[src/rtl/cbuf_pkg.sv]
package cbuf_pkg;

  // Strobes from the control to the datapath for one cycle.
  typedef struct packed {
    logic alloc;     // write the offered lanes into free slots
    logic retire;    // head slots leave the buffer this edge
    logic flushAll;  // fault at head: clear every status bit
  } cbStrobe_t;

endpackage

[src/rtl/cbuf_ctrl.sv]
module cbuf_ctrl
  import cbuf_pkg::*;
#(
  parameter int DEPTH  = 16,
  parameter int DISP_W = 4,
  parameter int RET_W  = 4,
  parameter int WB_W   = 2,
  parameter int WBQ_D  = 8
) (
  input  logic                         clk,
  input  logic                         rstN,
  input  logic [$clog2(DISP_W+1)-1:0]  dispCnt,
  input  logic                         flushValid,
  input  logic [$clog2(DEPTH)-1:0]     flushIdx,
  input  logic [RET_W-1:0]             peekDone,
  input  logic [RET_W-1:0]             peekExc,
  input  logic [RET_W-1:0]             peekHasDest,
  output cbStrobe_t                    strobe,
  output logic [$clog2(DEPTH)-1:0]     headPtr,
  output logic [$clog2(DEPTH)-1:0]     tailPtr,
  output logic [$clog2(RET_W+1)-1:0]   retCnt,
  output logic                         excNow,
  output logic                         full,
  output logic [$clog2(WBQ_D)-1:0]     wbqHead,
  output logic [$clog2(WBQ_D)-1:0]     wbqTail,
  output logic [WB_W-1:0]              wbLaneValid
);

  localparam int IDX_W = $clog2(DEPTH);
  localparam int CNT_W = $clog2(DEPTH + 1);
  localparam int RC_W  = $clog2(RET_W + 1);
  localparam int WQ_W  = $clog2(WBQ_D);
  localparam int WQC_W = $clog2(WBQ_D + 1);

  logic [IDX_W-1:0] headQ, tailQ, brOff;
  logic [CNT_W-1:0] countQ, freeN;
  logic [WQ_W-1:0]  wbqHeadQ, wbqTailQ;
  logic [WQC_W-1:0] wbqCountQ, wbPop, wbFree, destN;
  logic [RC_W-1:0]  retN;
  logic             runOk, allocOk;

  // Occupancy and dispatch admission
  always_comb begin
    freeN   = CNT_W'(DEPTH) - countQ;
    full    = int'(dispCnt) > int'(freeN);
    excNow  = (countQ != '0) && peekDone[0] && peekExc[0];
    allocOk = (dispCnt != '0) && !full && !flushValid && !excNow;
    brOff   = flushIdx - headQ;
  end

  // Writeback staging space: drained lanes free up this same edge
  always_comb begin
    wbPop  = (int'(wbqCountQ) > WB_W) ? WQC_W'(WB_W) : wbqCountQ;
    wbFree = WQC_W'(WBQ_D) - wbqCountQ + wbPop;
  end

  // In-order retire scan over the oldest RET_W slots
  always_comb begin
    retN  = '0;
    destN = '0;
    runOk = 1'b1;
    for (int k = 0; k < RET_W; k++) begin
      if (runOk && (k < int'(countQ)) && peekDone[k] && !peekExc[k] &&
          !flushValid && !excNow &&
          (int'(destN) + int'(peekHasDest[k]) <= int'(wbFree))) begin
        retN  = retN + RC_W'(1);
        destN = destN + WQC_W'(peekHasDest[k]);
      end else begin
        runOk = 1'b0;
      end
    end
  end

  always_ff @(posedge clk) begin
    if (!rstN) begin
      headQ     <= '0;
      tailQ     <= '0;
      countQ    <= '0;
      wbqHeadQ  <= '0;
      wbqTailQ  <= '0;
      wbqCountQ <= '0;
    end else begin
      if (excNow) begin
        countQ <= '0;
        tailQ  <= headQ;
      end else if (flushValid) begin
        countQ <= CNT_W'(brOff) + CNT_W'(1);
        tailQ  <= flushIdx + IDX_W'(1);
      end else begin
        headQ  <= headQ + IDX_W'(retN);
        tailQ  <= allocOk ? tailQ + IDX_W'(dispCnt) : tailQ;
        countQ <= countQ - CNT_W'(retN) + (allocOk ? CNT_W'(dispCnt) : CNT_W'(0));
      end
      wbqHeadQ  <= wbqHeadQ + WQ_W'(wbPop);
      wbqTailQ  <= wbqTailQ + WQ_W'(destN);
      wbqCountQ <= wbqCountQ - wbPop + destN;
    end
  end

  always_comb begin
    strobe.alloc    = allocOk;
    strobe.retire   = (retN != '0);
    strobe.flushAll = excNow;
    for (int j = 0; j < WB_W; j++) begin
      wbLaneValid[j] = j < int'(wbqCountQ);
    end
  end

  assign headPtr = headQ;
  assign tailPtr = tailQ;
  assign retCnt  = retN;
  assign wbqHead = wbqHeadQ;
  assign wbqTail = wbqTailQ;

endmodule

[src/rtl/cbuf_data.sv]
module cbuf_data
  import cbuf_pkg::*;
#(
  parameter int DEPTH  = 16,
  parameter int DISP_W = 4,
  parameter int RET_W  = 4,
  parameter int WB_W   = 2,
  parameter int FIN_W  = 2,
  parameter int TAG_W  = 6,
  parameter int DEST_W = 5,
  parameter int WBQ_D  = 8
) (
  input  logic                             clk,
  input  logic                             rstN,
  input  cbStrobe_t                        strobe,
  input  logic [$clog2(DEPTH)-1:0]         headPtr,
  input  logic [$clog2(DEPTH)-1:0]         tailPtr,
  input  logic [$clog2(DISP_W+1)-1:0]      dispCnt,
  input  logic [DISP_W*TAG_W-1:0]          dispTag,
  input  logic [DISP_W*DEST_W-1:0]         dispDest,
  input  logic [DISP_W-1:0]                dispHasDest,
  input  logic [FIN_W-1:0]                 finValid,
  input  logic [FIN_W*$clog2(DEPTH)-1:0]   finIdx,
  input  logic [FIN_W-1:0]                 finExc,
  input  logic [$clog2(RET_W+1)-1:0]       retCnt,
  input  logic [$clog2(WBQ_D)-1:0]         wbqHead,
  input  logic [$clog2(WBQ_D)-1:0]         wbqTail,
  output logic [RET_W-1:0]                 peekDone,
  output logic [RET_W-1:0]                 peekExc,
  output logic [RET_W-1:0]                 peekHasDest,
  output logic [WB_W*TAG_W-1:0]            wbTag,
  output logic [WB_W*DEST_W-1:0]           wbDest
);

  localparam int IDX_W = $clog2(DEPTH);
  localparam int WQ_W  = $clog2(WBQ_D);

  logic [DEPTH-1:0]  doneQ, excQ, entHas;
  logic [TAG_W-1:0]  entTag  [DEPTH];
  logic [DEST_W-1:0] entDest [DEPTH];
  logic [TAG_W-1:0]  qTag    [WBQ_D];
  logic [DEST_W-1:0] qDest   [WBQ_D];

  logic [IDX_W-1:0]  allocIdx [DISP_W];
  logic [IDX_W-1:0]  peekIdx  [RET_W];
  logic [WQ_W-1:0]   pushSlot [RET_W];
  logic [RET_W-1:0]  pushEn;
  logic [WQ_W-1:0]   slotOff;

  always_comb begin
    for (int k = 0; k < DISP_W; k++) begin
      allocIdx[k] = tailPtr + IDX_W'(k);
    end
    for (int k = 0; k < RET_W; k++) begin
      peekIdx[k]     = headPtr + IDX_W'(k);
      peekDone[k]    = doneQ[peekIdx[k]];
      peekExc[k]     = excQ[peekIdx[k]];
      peekHasDest[k] = entHas[peekIdx[k]];
    end
  end

  // Compact retiring slots that write a register into the staging queue
  always_comb begin
    slotOff = '0;
    for (int k = 0; k < RET_W; k++) begin
      pushEn[k]   = strobe.retire && (k < int'(retCnt)) && peekHasDest[k];
      pushSlot[k] = wbqTail + slotOff;
      if (pushEn[k]) slotOff = slotOff + WQ_W'(1);
    end
  end

  // Status bits: finish marks, cleared on allocation or full flush
  always_ff @(posedge clk) begin
    if (!rstN) begin
      doneQ <= '0;
      excQ  <= '0;
    end else if (strobe.flushAll) begin
      doneQ <= '0;
      excQ  <= '0;
    end else begin
      for (int f = 0; f < FIN_W; f++) begin
        if (finValid[f]) begin
          doneQ[finIdx[f*IDX_W +: IDX_W]] <= 1'b1;
          excQ[finIdx[f*IDX_W +: IDX_W]]  <= finExc[f];
        end
      end
      for (int k = 0; k < DISP_W; k++) begin
        if (strobe.alloc && (k < int'(dispCnt))) begin
          doneQ[allocIdx[k]] <= 1'b0;
          excQ[allocIdx[k]]  <= 1'b0;
        end
      end
    end
  end

  // Slot payload
  always_ff @(posedge clk) begin
    for (int k = 0; k < DISP_W; k++) begin
      if (strobe.alloc && (k < int'(dispCnt))) begin
        entTag[allocIdx[k]]  <= dispTag[k*TAG_W +: TAG_W];
        entDest[allocIdx[k]] <= dispDest[k*DEST_W +: DEST_W];
        entHas[allocIdx[k]]  <= dispHasDest[k];
      end
    end
  end

  // Writeback staging storage
  always_ff @(posedge clk) begin
    for (int k = 0; k < RET_W; k++) begin
      if (pushEn[k]) begin
        qTag[pushSlot[k]]  <= entTag[peekIdx[k]];
        qDest[pushSlot[k]] <= entDest[peekIdx[k]];
      end
    end
  end

  always_comb begin
    for (int j = 0; j < WB_W; j++) begin
      wbTag[j*TAG_W +: TAG_W]    = qTag[wbqHead + WQ_W'(j)];
      wbDest[j*DEST_W +: DEST_W] = qDest[wbqHead + WQ_W'(j)];
    end
  end

endmodule

[src/rtl/inorder_cbuf.sv]
module inorder_cbuf
  import cbuf_pkg::*;
#(
  parameter int DEPTH  = 16,
  parameter int DISP_W = 4,
  parameter int RET_W  = 4,
  parameter int WB_W   = 2,
  parameter int FIN_W  = 2,
  parameter int TAG_W  = 6,
  parameter int DEST_W = 5,
  parameter int WBQ_D  = 8
) (
  input  logic                             clk,
  input  logic                             rstN,
  input  logic [$clog2(DISP_W+1)-1:0]      dispCnt,
  input  logic [DISP_W*TAG_W-1:0]          dispTag,
  input  logic [DISP_W*DEST_W-1:0]         dispDest,
  input  logic [DISP_W-1:0]                dispHasDest,
  output logic [$clog2(DEPTH)-1:0]         dispBase,
  output logic                             full,
  input  logic [FIN_W-1:0]                 finValid,
  input  logic [FIN_W*$clog2(DEPTH)-1:0]   finIdx,
  input  logic [FIN_W-1:0]                 finExc,
  input  logic                             flushValid,
  input  logic [$clog2(DEPTH)-1:0]         flushIdx,
  output logic [$clog2(RET_W+1)-1:0]       retireCnt,
  output logic                             excValid,
  output logic [$clog2(DEPTH)-1:0]         excIdx,
  output logic [WB_W-1:0]                  wbValid,
  output logic [WB_W*TAG_W-1:0]            wbTag,
  output logic [WB_W*DEST_W-1:0]           wbDest
);

  localparam int IDX_W = $clog2(DEPTH);
  localparam int WQ_W  = $clog2(WBQ_D);
  localparam int RC_W  = $clog2(RET_W + 1);

  cbStrobe_t        strobe;
  logic [IDX_W-1:0] headPtr, tailPtr;
  logic [RC_W-1:0]  retCnt;
  logic [WQ_W-1:0]  wbqHead, wbqTail;
  logic [RET_W-1:0] peekDone, peekExc, peekHasDest;

  cbuf_ctrl #(
    .DEPTH(DEPTH), .DISP_W(DISP_W), .RET_W(RET_W), .WB_W(WB_W), .WBQ_D(WBQ_D)
  ) ctrl (
    .clk(clk), .rstN(rstN), .dispCnt(dispCnt),
    .flushValid(flushValid), .flushIdx(flushIdx),
    .peekDone(peekDone), .peekExc(peekExc), .peekHasDest(peekHasDest),
    .strobe(strobe), .headPtr(headPtr), .tailPtr(tailPtr),
    .retCnt(retCnt), .excNow(excValid), .full(full),
    .wbqHead(wbqHead), .wbqTail(wbqTail), .wbLaneValid(wbValid)
  );

  cbuf_data #(
    .DEPTH(DEPTH), .DISP_W(DISP_W), .RET_W(RET_W), .WB_W(WB_W), .FIN_W(FIN_W),
    .TAG_W(TAG_W), .DEST_W(DEST_W), .WBQ_D(WBQ_D)
  ) data (
    .clk(clk), .rstN(rstN), .strobe(strobe),
    .headPtr(headPtr), .tailPtr(tailPtr),
    .dispCnt(dispCnt), .dispTag(dispTag), .dispDest(dispDest), .dispHasDest(dispHasDest),
    .finValid(finValid), .finIdx(finIdx), .finExc(finExc),
    .retCnt(retCnt), .wbqHead(wbqHead), .wbqTail(wbqTail),
    .peekDone(peekDone), .peekExc(peekExc), .peekHasDest(peekHasDest),
    .wbTag(wbTag), .wbDest(wbDest)
  );

  assign dispBase  = tailPtr;
  assign excIdx    = headPtr;
  assign retireCnt = retCnt;

endmodule

[config.mk]
export PLATFORM = sky130hd
export DESIGN_NAME = inorder_cbuf
export DESIGN_NICKNAME = d
export VERILOG_FILES = /design/src/rtl/cbuf_pkg.sv /design/src/rtl/cbuf_ctrl.sv /design/src/rtl/cbuf_data.sv /design/src/rtl/inorder_cbuf.sv
export SDC_FILE = /design/constraint.sdc
export NUM_CORES = 2
export LEC_CHECK = 0
export BUFFER_PORTS_ARGS = -buffer_cell sky130_fd_sc_hd__buf_2
export CAP_MARGIN = 15
export CELL_PAD_IN_SITES_DETAIL_PLACEMENT = 1
export CELL_PAD_IN_SITES_GLOBAL_PLACEMENT = 2
export CORE_UTILIZATION = 45
export CTS_BUF_LIST = sky130_fd_sc_hd__clkbuf_2 sky130_fd_sc_hd__clkbuf_4 sky130_fd_sc_hd__clkbuf_8
export DETAILED_ROUTE_END_ITERATION = 8
export PLACE_DENSITY_LB_ADDON = 0.1
export SYNTH_ARGS = -nofsm -noshare
export SYNTH_HDL_FRONTEND = slang
export SYNTH_SLANG_ARGS = --single-unit
[constraint.sdc]
create_clock -name clk -period 36.2 [get_ports clk]
set_clock_uncertainty 0.1 [all_clocks]
set_input_delay 5.43 -clock clk [delete_from_list [all_inputs] [get_ports clk]]
set_output_delay 5.43 -clock clk [all_outputs]
set_load 0.01 [all_outputs]
==> metrics.yaml <==
status: "completed"
ir_drop_uv: 35.69
cp_common_cell: "ha_1"
drc: 0
p_leak_uw: 0.01312
ctsRootBufferMaster: "clkbuf_8"
crit_slowest_cell: "nor4_1"
yosys_most_used_dff: "edfxtp_1"
multi_input_area_um2: 20590
place_hpwl_mm: 91.98
post_cts_resized: 0
wirelength_mm: 121.7
ys_warn_count: 0
path_buf_inv: 3
coreArea_um2: 68830
synth_top_area_share_pct: 25.27
netlist_area_um2: 31370
hold_class: "flip-flop to flip-flop"
wl_per_cell_um: 31.13
setup_viol: 0
cts_num_sinks: 339
stdcell_count: 3908
area_growth_pct: 7.990
p_switching_uw: 598.6
die_h_um: 266.0
fmax_mhz: 54.34
ys_top_cells_by_area: "edfxtp_1 (25%), mux4_2 (19%), mux2i_1 (13%)"
htreeDepth: 3
stdcell_area_um2: 33870
netlist_top_cells_count: "mux2i_1 (397), nor2_1 (285), edfxtp_1 (264), mux4_2 (264), nand2_1 (233)"
path_depth: 31
slew_headroom_pct: 13.12
max_stage_delay_ps: 550
ff_latch_area_um2: 9439
place_inst: 3788
syn_inst: 2987
place.port_buffers: 106
first_pass_iters: 5
viasPerCell: 6.757
place_area_um2: 32500
ctsHoldBuffers: 0
die-area_um2: 70760
drive_gt1_share_pct: 23.82
drv_cap: 0
cp-end-kind: "primary output"
power_density_nw_per_um2: 45.12
antenna_found_initial: 8
p_int_uw: 929.5
arrival_ps: 12870
ys_ff_latch: 339
grt_max_degree: 149
grt.total_usage_pct: 34.29
hold_depth: 2
start_util_pct: 45.57
cts_setup_buffers: 0
hold_viol_final: 0
yosysTopAreaCell: "edfxtp_1"
cp_top_family: "simple AND/OR/NAND/NOR gates"
setup_total_negative_slack_ps: 0
avgSynthCellArea_um2: 10.50
synthArstFlopShare_pct: 0
combinationalPowerShare_pct: 38.5
fin_nets: 3069
synth.distinct_cells: 78
cp-start-kind: "primary input"
gp_congestion: 0.9550
clk_latency_ps: 710
die_width_um: 266.0
synth-edff-count: 264
cts.reportedPaths.clkPinSlew_ps: 50
fin_crit_sh_pct: 50.84
cp_max_fo: 19
worst_slew_pin_slew_ps: 1300
p_sw_share_pct: 39.17
worstPathRequired_ps: 30670
synth_seq_area_share_pct: 30.06
grt_pass1_vias: 26370
io_pins: 107
crit_type: "primary input to primary output"
reg2reg_depth: 41
ant_nets: 0
power_frac_clock_pct: 26.7
nFillCells: 7459
whs_ps: 417.2
drtIter0Drc: 2534
synth.most_common_cell: "mux2i_1"
rsz0062_at_grt: "false"
period_needed_ps: 18400
overflow: 0
grt_pass1_wl_mm: 180.6
via_count: 26410
sequentialPowerShare_pct: 34.7
slew_violations: 0
fp-row-count: 96
clock_path_buffers: 3
cts_tree: "done"
cts_buffers: 67
[flip-flops by register name (all words and copies together), names as in the netlist, named ones only]
| signal | cells |
|---|---|
| ctrl.tailPtr | 4 |
| ctrl.wbqTail | 3 |
| data.qTag | 48 |
| data.excQ | 16 |
| ctrl.headPtr | 4 |
| data.doneQ | 16 |
| data.qDest | 40 |
| ctrl.wbqHead | 3 |
| data.entDest | 80 |
| data.entHas | 16 |
| ctrl.countQ | 5 |
| ctrl.wbqCountQ | 4 |
| data.entTag | 96 |
[path summary, 6_finish.rpt]
path / from / to / slack (ps)
min reg2reg: data.doneQ[11] / data.doneQ[11] / 420
min: data.doneQ[11] / data.doneQ[11] / 420
max reg2reg: ctrl.headPtr[1] / data.qDest[6][1] / 22170
max: flushValid / retireCnt[1] / 17800
[cell families after synthesis]
family,share of synthesized area (%)
and+or+nand+nor,11.50
muxes,35.32
AOI/OAI and AO/OA,13.93
buffers and inverters,4.599
DFF,30.06
adders and majority gates,3.207
xor gates and xnor gates,1.360
other,0.02394
[through the flow]
step                setup WS (ps)  utilization [%]  total power, uW
global placement            18250            47.22             1086
detailed placement          17850            47.22             1110
finish                      17800            49.21             1528
floorplan                   19060                -            899.3
global route                17150            49.21             1589
CTS                         17830            49.17             1518
[power groups by stage]
stage	Clock (uW)	Sequential (uW)	Combinational (uW)
floorplan	0	506	393
finish	409	530	589
global placement	0	528	558
global route	427	533	629
CTS	412	527	578
detailed placement	0	535	575
[final cells by class]
type | instances | share of cell area, %
antenna | 1 | 0.007388
clock buffer | 84 | 3.173
clock inverter | 34 | 0.8016
inverter | 59 | 0.6538
multi-input combinational | 2282 | 60.80
sequential | 339 | 27.87
tap | 931 | 3.439
timing repair buffer | 178 | 3.258
[worst min-delay path, cell delays in order, from the launching register on]
cell and delay, ps:
dfxtp_1 330, nor2_1 110, nor2_1 40
[metal layers]
| metal | global-route usage (%) | share of wire (%) | vias up | wire length [um] |
|---|---|---|---|---|
| met4 | 8.155 | 2.1 | 4 | 2519 |
| li1 | - | - | 11410 | - |
| met3 | 6.876 | 9.2 | 180 | 11160 |
| met5 | 0 | 0.023 | - | 28 |
| met2 | 53.12 | 45 | 1327 | 54770 |
| met1 | 49.23 | 44 | 13490 | 53180 |
[placed cells by master (no fill, tap or decap), drive strengths merged, types with 58 or more instances in the layout]
master,n
mux2i,397
nor2,287
mux4,264
edfxtp,264
nand2,233
buf,178
a211oi,153
a21o,127
mux2,103
o21ai,85
clkbuf,84
dfxtp,75
a21oi,65
inv,64
ha,58
Note: power is estimated with default switching activity, not from simulation.
